## src/rtl/gpio_pin_ctrl.sv

```systemverilog
module gpio_pin_ctrl #(
  parameter int NUM_PINS = 64,
  parameter int ADDR_W   = 12
) (
  input  logic                clk,
  input  logic                rst_n,
  input  logic                bus_sel,
  input  logic                bus_we,
  input  logic [ADDR_W-1:0]   bus_addr,
  input  logic [31:0]         bus_wdata,
  output logic [31:0]         bus_rdata,
  input  logic [NUM_PINS-1:0] pin_in,
  output logic [NUM_PINS-1:0] pin_out,
  output logic [NUM_PINS-1:0] pin_oe,
  output logic                irq
);
  localparam int WA        = ADDR_W - 2;
  localparam int PIN_W     = (NUM_PINS > 1) ? $clog2(NUM_PINS) : 1;
  localparam int NUM_WORDS = (NUM_PINS + 31) / 32;
  localparam int SW        = NUM_WORDS * 32;
  localparam logic [WA-1:0] STAT_WORD = WA'(12'h800 >> 2);
  localparam logic [WA-1:0] PIN_LIM   = WA'(NUM_PINS);
  localparam logic [WA-1:0] WORD_LIM  = WA'(NUM_WORDS);

  logic [NUM_PINS-1:0] cfg_data, cfg_ien;
  logic [2:0]          cfg_mode [NUM_PINS];
  logic [1:0]          cfg_func [NUM_PINS];
  logic [2:0]          cfg_grp  [NUM_PINS];
  logic [NUM_PINS-1:0] s1, s2, prev;
  logic [NUM_PINS-1:0] stat_q, set_v, clr_v;
  logic [SW-1:0]       stat_view;

  logic [WA-1:0]    word_idx, sw_idx;
  logic [PIN_W-1:0] pin_idx;
  logic             wr, cfg_hit, stat_hit;

  assign word_idx = bus_addr[ADDR_W-1:2];
  assign pin_idx  = word_idx[PIN_W-1:0];
  assign sw_idx   = word_idx - STAT_WORD;
  assign wr       = bus_sel & bus_we;
  assign cfg_hit  = (word_idx < STAT_WORD) && (word_idx < PIN_LIM);
  assign stat_hit = (word_idx >= STAT_WORD) && (sw_idx < WORD_LIM);

  always_ff @(posedge clk) begin
    if (!rst_n) begin
      s1 <= '0; s2 <= '0; prev <= '0;
    end else begin
      s1 <= pin_in; s2 <= s1; prev <= s2;
    end
  end

  always_ff @(posedge clk) begin
    for (int i = 0; i < NUM_PINS; i++) begin
      if (!rst_n) begin
        cfg_data[i] <= 1'b0;
        cfg_ien[i]  <= 1'b0;
        cfg_mode[i] <= 3'd0;
        cfg_func[i] <= 2'd0;
        cfg_grp[i]  <= 3'd0;
      end else if (wr && cfg_hit && pin_idx == PIN_W'(i)) begin
        cfg_data[i] <= bus_wdata[0];
        cfg_mode[i] <= bus_wdata[3:1];
        cfg_func[i] <= bus_wdata[6:5];
        cfg_ien[i]  <= bus_wdata[9];
        cfg_grp[i]  <= bus_wdata[18:16];
      end
    end
  end

  always_comb begin
    for (int i = 0; i < NUM_PINS; i++) begin
      case (cfg_mode[i])
        3'd2:    set_v[i] = s2[i];
        3'd3:    set_v[i] = ~s2[i];
        3'd4:    set_v[i] = s2[i] & ~prev[i];
        3'd5:    set_v[i] = ~s2[i] & prev[i];
        3'd6:    set_v[i] = s2[i] ^ prev[i];
        default: set_v[i] = 1'b0;
      endcase
      if (cfg_grp[i] != 3'd0) set_v[i] = 1'b0;
      clr_v[i] = wr && stat_hit && (sw_idx == WA'(i / 32)) && bus_wdata[i % 32];
    end
  end

  always_ff @(posedge clk) begin
    if (!rst_n) stat_q <= '0;
    else        stat_q <= (stat_q & ~clr_v) | set_v;
  end

  generate
    if (SW > NUM_PINS) begin : g_pad
      assign stat_view = {{(SW - NUM_PINS){1'b0}}, stat_q};
    end else begin : g_nopad
      assign stat_view = stat_q;
    end
  endgenerate

  always_comb begin
    bus_rdata = 32'd0;
    if (cfg_hit)
      bus_rdata = {13'd0, cfg_grp[pin_idx], 6'd0, cfg_ien[pin_idx], 2'd0,
                   cfg_func[pin_idx], 1'b0, cfg_mode[pin_idx], s2[pin_idx]};
    else if (stat_hit)
      bus_rdata = stat_view[32 * int'(sw_idx) +: 32];
  end

  always_comb
    for (int i = 0; i < NUM_PINS; i++) pin_oe[i] = (cfg_mode[i] == 3'd1);

  assign pin_out = cfg_data;
  assign irq     = |stat_q;
endmodule

```

## config.mk

```make
export PLATFORM = sky130hd
export DESIGN_NAME = gpio_pin_ctrl
export DESIGN_NICKNAME = d
export VERILOG_FILES = /design/src/rtl/gpio_pin_ctrl.sv
export SDC_FILE = /design/constraint.sdc
export NUM_CORES = 2
export LEC_CHECK = 0
export ABC_AREA = 1
export BUFFER_PORTS_ARGS = -buffer_cell sky130_fd_sc_hd__buf_2
export CORE_MARGIN = 1
export CORE_UTILIZATION = 45
export CTS_CLUSTER_SIZE = 40
export DETAILED_ROUTE_END_ITERATION = 12
export SLEW_MARGIN = 25
export SYNTH_ARGS = -nofsm -noshare
export SYNTH_HDL_FRONTEND = slang
export SYNTH_SLANG_ARGS = --single-unit
```

## constraint.sdc

```tcl
create_clock -name clk -period 2.45 [get_ports clk]
set_input_delay 0.245 -clock clk [delete_from_list [all_inputs] [get_ports clk]]
set_output_delay 0.245 -clock clk [all_outputs]
set_load 0.01 [all_outputs]
```

==> impl_metrics.py <==
metrics = {
    "outcome": {
        "outcome": "finished with violations",
        "violations": "negative setup slack",
    },
    "final_layout": {
        "fin_cells": 7489,
        "fillCellCount": 9151,
        "regArea_sq_um": 23100,
        "areaGrowthSynthToFinish_pct": 21.4,
        "multi_input_area_sq_um": 18600,
        "drive_gt1_share_pct": 17.0,
        "design_area_sq_um": 54300,
        "layout.nets": 6354,
    },
    "critical_path": {
        "r2r-end": "stat_q[54]$_SDFF_PN0_",
        "crit_path_cell_trace": "nand2_1 -> nand2_1 -> nand2_1 -> nand2_1 -> nand2_1 -> nand2_1 -> nor2_1 -> nor2_1 -> buf_4 -> nor2_4 -> nand2_1 -> nand2_1 -> nand2_2 -> buf_2",
        "worstPathArrival_ps": 2410,
        "crit_path_end": "bus_rdata[9]",
        "slowest_delay_ps": 330,
        "cp-startpoint": "cfg_ien[6]$_SDFFE_PN0P_",
        "path_class": "reg2out",
        "startpoint_type": "flop",
        "required_ps": 2200,
        "slowest_stage": "dfxtp_1",
        "rr_startpoint": "s2[54]$_SDFF_PN0_",
        "cp_num_cells": 14,
        "crit_family": "simple AND/OR/NAND/NOR gates",
        "r2r_slack_ps": 620,
        "r2r_cells": 5,
        "cp_common_cell": "nand2_1",
        "critical_path_buf_inv_count": 2,
        "cp_max_fo": 2,
        "end_kind": "output pin",
    },
    "placement": {
        "place_congestion": 0.963,
        "hpwl_microns": 105000,
        "place_area_sq_um": 48800,
        "dp_cells": 7125,
        "port_buffers": 270,
    },
    "global_route": {
        "grt_max_degree": 67,
        "grt_pass1_vias": 37010,
        "groute.layer.met2.usage_pct": 45.9,
        "met3_usage_pct": 4.41,
        "grt_antenna_before_repair": 8,
        "grt-ovfl-total": 0,
        "met1_usage_pct": 39.1,
        "grt_pass1_wl_microns": 219000,
        "grt_use_total_pct": 28.9,
        "grt_busiest_layer": "met2",
    },
    "floorplan": {
        "io_pins": 273,
        "die_h_microns": 317,
        "num_rows": 115,
        "dieWidth_microns": 317,
        "dieArea_sq_um": 101000,
        "start_util_pct": 45.5,
        "core_area_sq_um": 98400,
    },
    "routing": {
        "firstDrtPassIters": 6,
        "via_count": 39430,
        "wire_per_inst_microns": 19.7,
        "drt_iter0_markers": 3676,
        "wirelength_microns": 148000,
        "drcViolationCount": 0,
        "avgViaCountPerCell": 5.27,
        "detail-route-antenna-nets": 0,
    },
    "cts": {
        "cts_inserted_buffers": 100,
        "cts.sinks": 896,
        "cts_tree": "done",
        "clkLatencyLatePin_ps": 690,
        "clock-root-buffer": "clkbuf_16",
        "clk_pin_slew_ps": 60,
        "clock_path_buffers": 3,
        "cts-htree-levels": 3,
    },
    "logic_synthesis": {
        "synth_edf_count": 512,
        "synth_nets": 5845,
        "synth_top_area_cell": "edfxtp_1",
        "ys_types": 42,
        "synth_most_common_cell": "nand2_1",
        "netlist_top_cells_count": "nand2_1 (1,968), nor2_1 (659), inv_1 (545), edfxtp_1 (512), dfxtp_1 (384)",
        "seq_area_frac_synth_pct": 51.6,
        "netlist_instances": 5605,
        "ys_top_cells_by_area": "edfxtp_1 (34%), dfxtp_1 (17%), nand2_1 (17%), nor2_1 (5.5%), inv_1 (4.6%)",
        "synth.avg_cell_area_sq_um": 7.98,
        "yosysWarnings": 0,
        "synth_area_sq_um": 44700,
        "synth_flop_cell": "edfxtp_1",
        "synth_seq_cells": 896,
        "ys_async_sr_fraction_pct": 0,
        "yosys.area.top_type_share_pct": 34.4,
    },
    "timing": {
        "min_period_ps": 2660,
        "slew_headroom_pct": 45.9,
        "fin_ws_ps": -206,
        "worst_pin_slew_ps": 811,
        "slew_viol_final": 0,
        "skew_ps": 17.0,
        "tns_ps": -1390,
        "hold_viol_final": 0,
        "fmax_mhz": 376,
        "min_period_over_period_pct": 108,
        "grt_setup_unrepaired": "yes",
        "setup_violations": 11,
    },
    "power": {
        "power_leakage_nw": 24.9,
        "p_per_area_nw_per_um2": 667,
        "ir_drop_v": 0.000542,
    },
    "hold_path": {
        "hp-class": "in2reg",
    },
    "flow_run": {
        "drv_cap": 0,
    },
}
stage by stage:
step	util [%]	total power (W)	hold WS (ps)	setup slack [ps]
after CTS	54.7	0.0362	58.3	-195
after global placement	49.6	0.0204	392	-122
after detailed placement	49.6	0.0205	395	-106
after global routing	55.2	0.0374	88.3	-308
final	55.2	0.0362	85.9	-206
after floorplan	-	0.0190	343	349
kinds of logic (layout without fill, tap and decap cells):
kind of cell | Yosys count | after routing | share of synthesized area (%)
compound gates | 626 | 626 | 7.93
fa+ha+maj | 128 | 128 | 3.58
buf+inv | 835 | 1431 | 7.77
flops | 896 | 896 | 51.6
mux | 2 | 2 | 0.0503
other cells | 0 | 1 | 0
simple gates | 3118 | 3118 | 29.1
placed cells by master (no fill, tap or decap), drive strengths merged:
cell type	instances
clkbuf	152
o221a	1
bufinv	9
diode	1
o211ai	58
dlygate4sd3	91
nand3	282
dfxtp	384
a21boi	2
nand4	4
inv	563
ha	128
nor2	685
a211oi	7
nand2	1973
clkinv	21
or2	35
o221ai	1
nor3	94
o22ai	26
o2111ai	30
o31a	24
nor4	45
a21oi	172
edfxtp	512
buf	591
mux2	2
o21ai	305
clkinvlp	4
layer usage:
| metal | vias up | share of wire [%] |
|---|---|---|
| li1 | 19067 | - |
| met1 | 18552 | 42 |
| met2 | 1517 | 45 |
| met3 | 290 | 8.1 |
| met4 | 4 | 4.7 |
| met5 | - | 0.016 |
final cells by class:
type / count / area share, %
diodes: 1 / 0.00461
clock buffers: 152 / 5.48
clock inverters: 37 / 0.829
inverters: 560 / 3.90
multi-input cells: 3874 / 34.3
flip-flops and latches: 896 / 42.5
well taps: 1287 / 2.96
repair buffers: 682 / 9.95
report_power, final:
| part | switching [W] | internal [W] |
|---|---|---|
| clock network | 0.00632 | 0.00933 |
| logic | 0.00242 | 0.00128 |
| registers | 0.000391 | 0.0165 |
| total | 0.00914 | 0.0271 |
sequential cells by signal, summed over array words and instances (netlist names):
name,flops
s1,64
cfg_mode,192
cfg_ien,64
cfg_func,128
prev,64
cfg_grp,192
s2,64
stat_q,64
pin_out,64
worst min-delay path by stage:
stage | start | to | slack (ps) | depth (start not counted)
after floorplan | pin_in[0] | s1[0]$_SDFF_PN0_ | 340 | 2
after global placement | s1[43]$_SDFF_PN0_ | s2[43]$_SDFF_PN0_ | 390 | 2
after detailed placement | s1[42]$_SDFF_PN0_ | s2[42]$_SDFF_PN0_ | 390 | 2
after CTS | bus_wdata[18] | cfg_grp[37][2]$_SDFFCE_PN0P_ | 60 | 4
after global routing | bus_wdata[18] | cfg_grp[38][2]$_SDFFCE_PN0P_ | 90 | 4
final | bus_wdata[18] | cfg_grp[45][2]$_SDFFCE_PN0P_ | 90 | 4
repair_timing:
item | 4_1_cts | 5_1_grt
resized for setup | 131 | 79
endpoints found under the hold margin | 120 | 0
hold buffers | 91 | 0
pin swaps | 60 | 22
endpoints found under the setup margin | 11 | 11
setup buffers | 43 | 44
tightest hold or removal path, delay by kind of cell:
kind                   cells  cell delay [ps]
buffers and inverters      3              300
AND/OR/NAND/NOR            1              100
(Power assumes the default switching activity.)
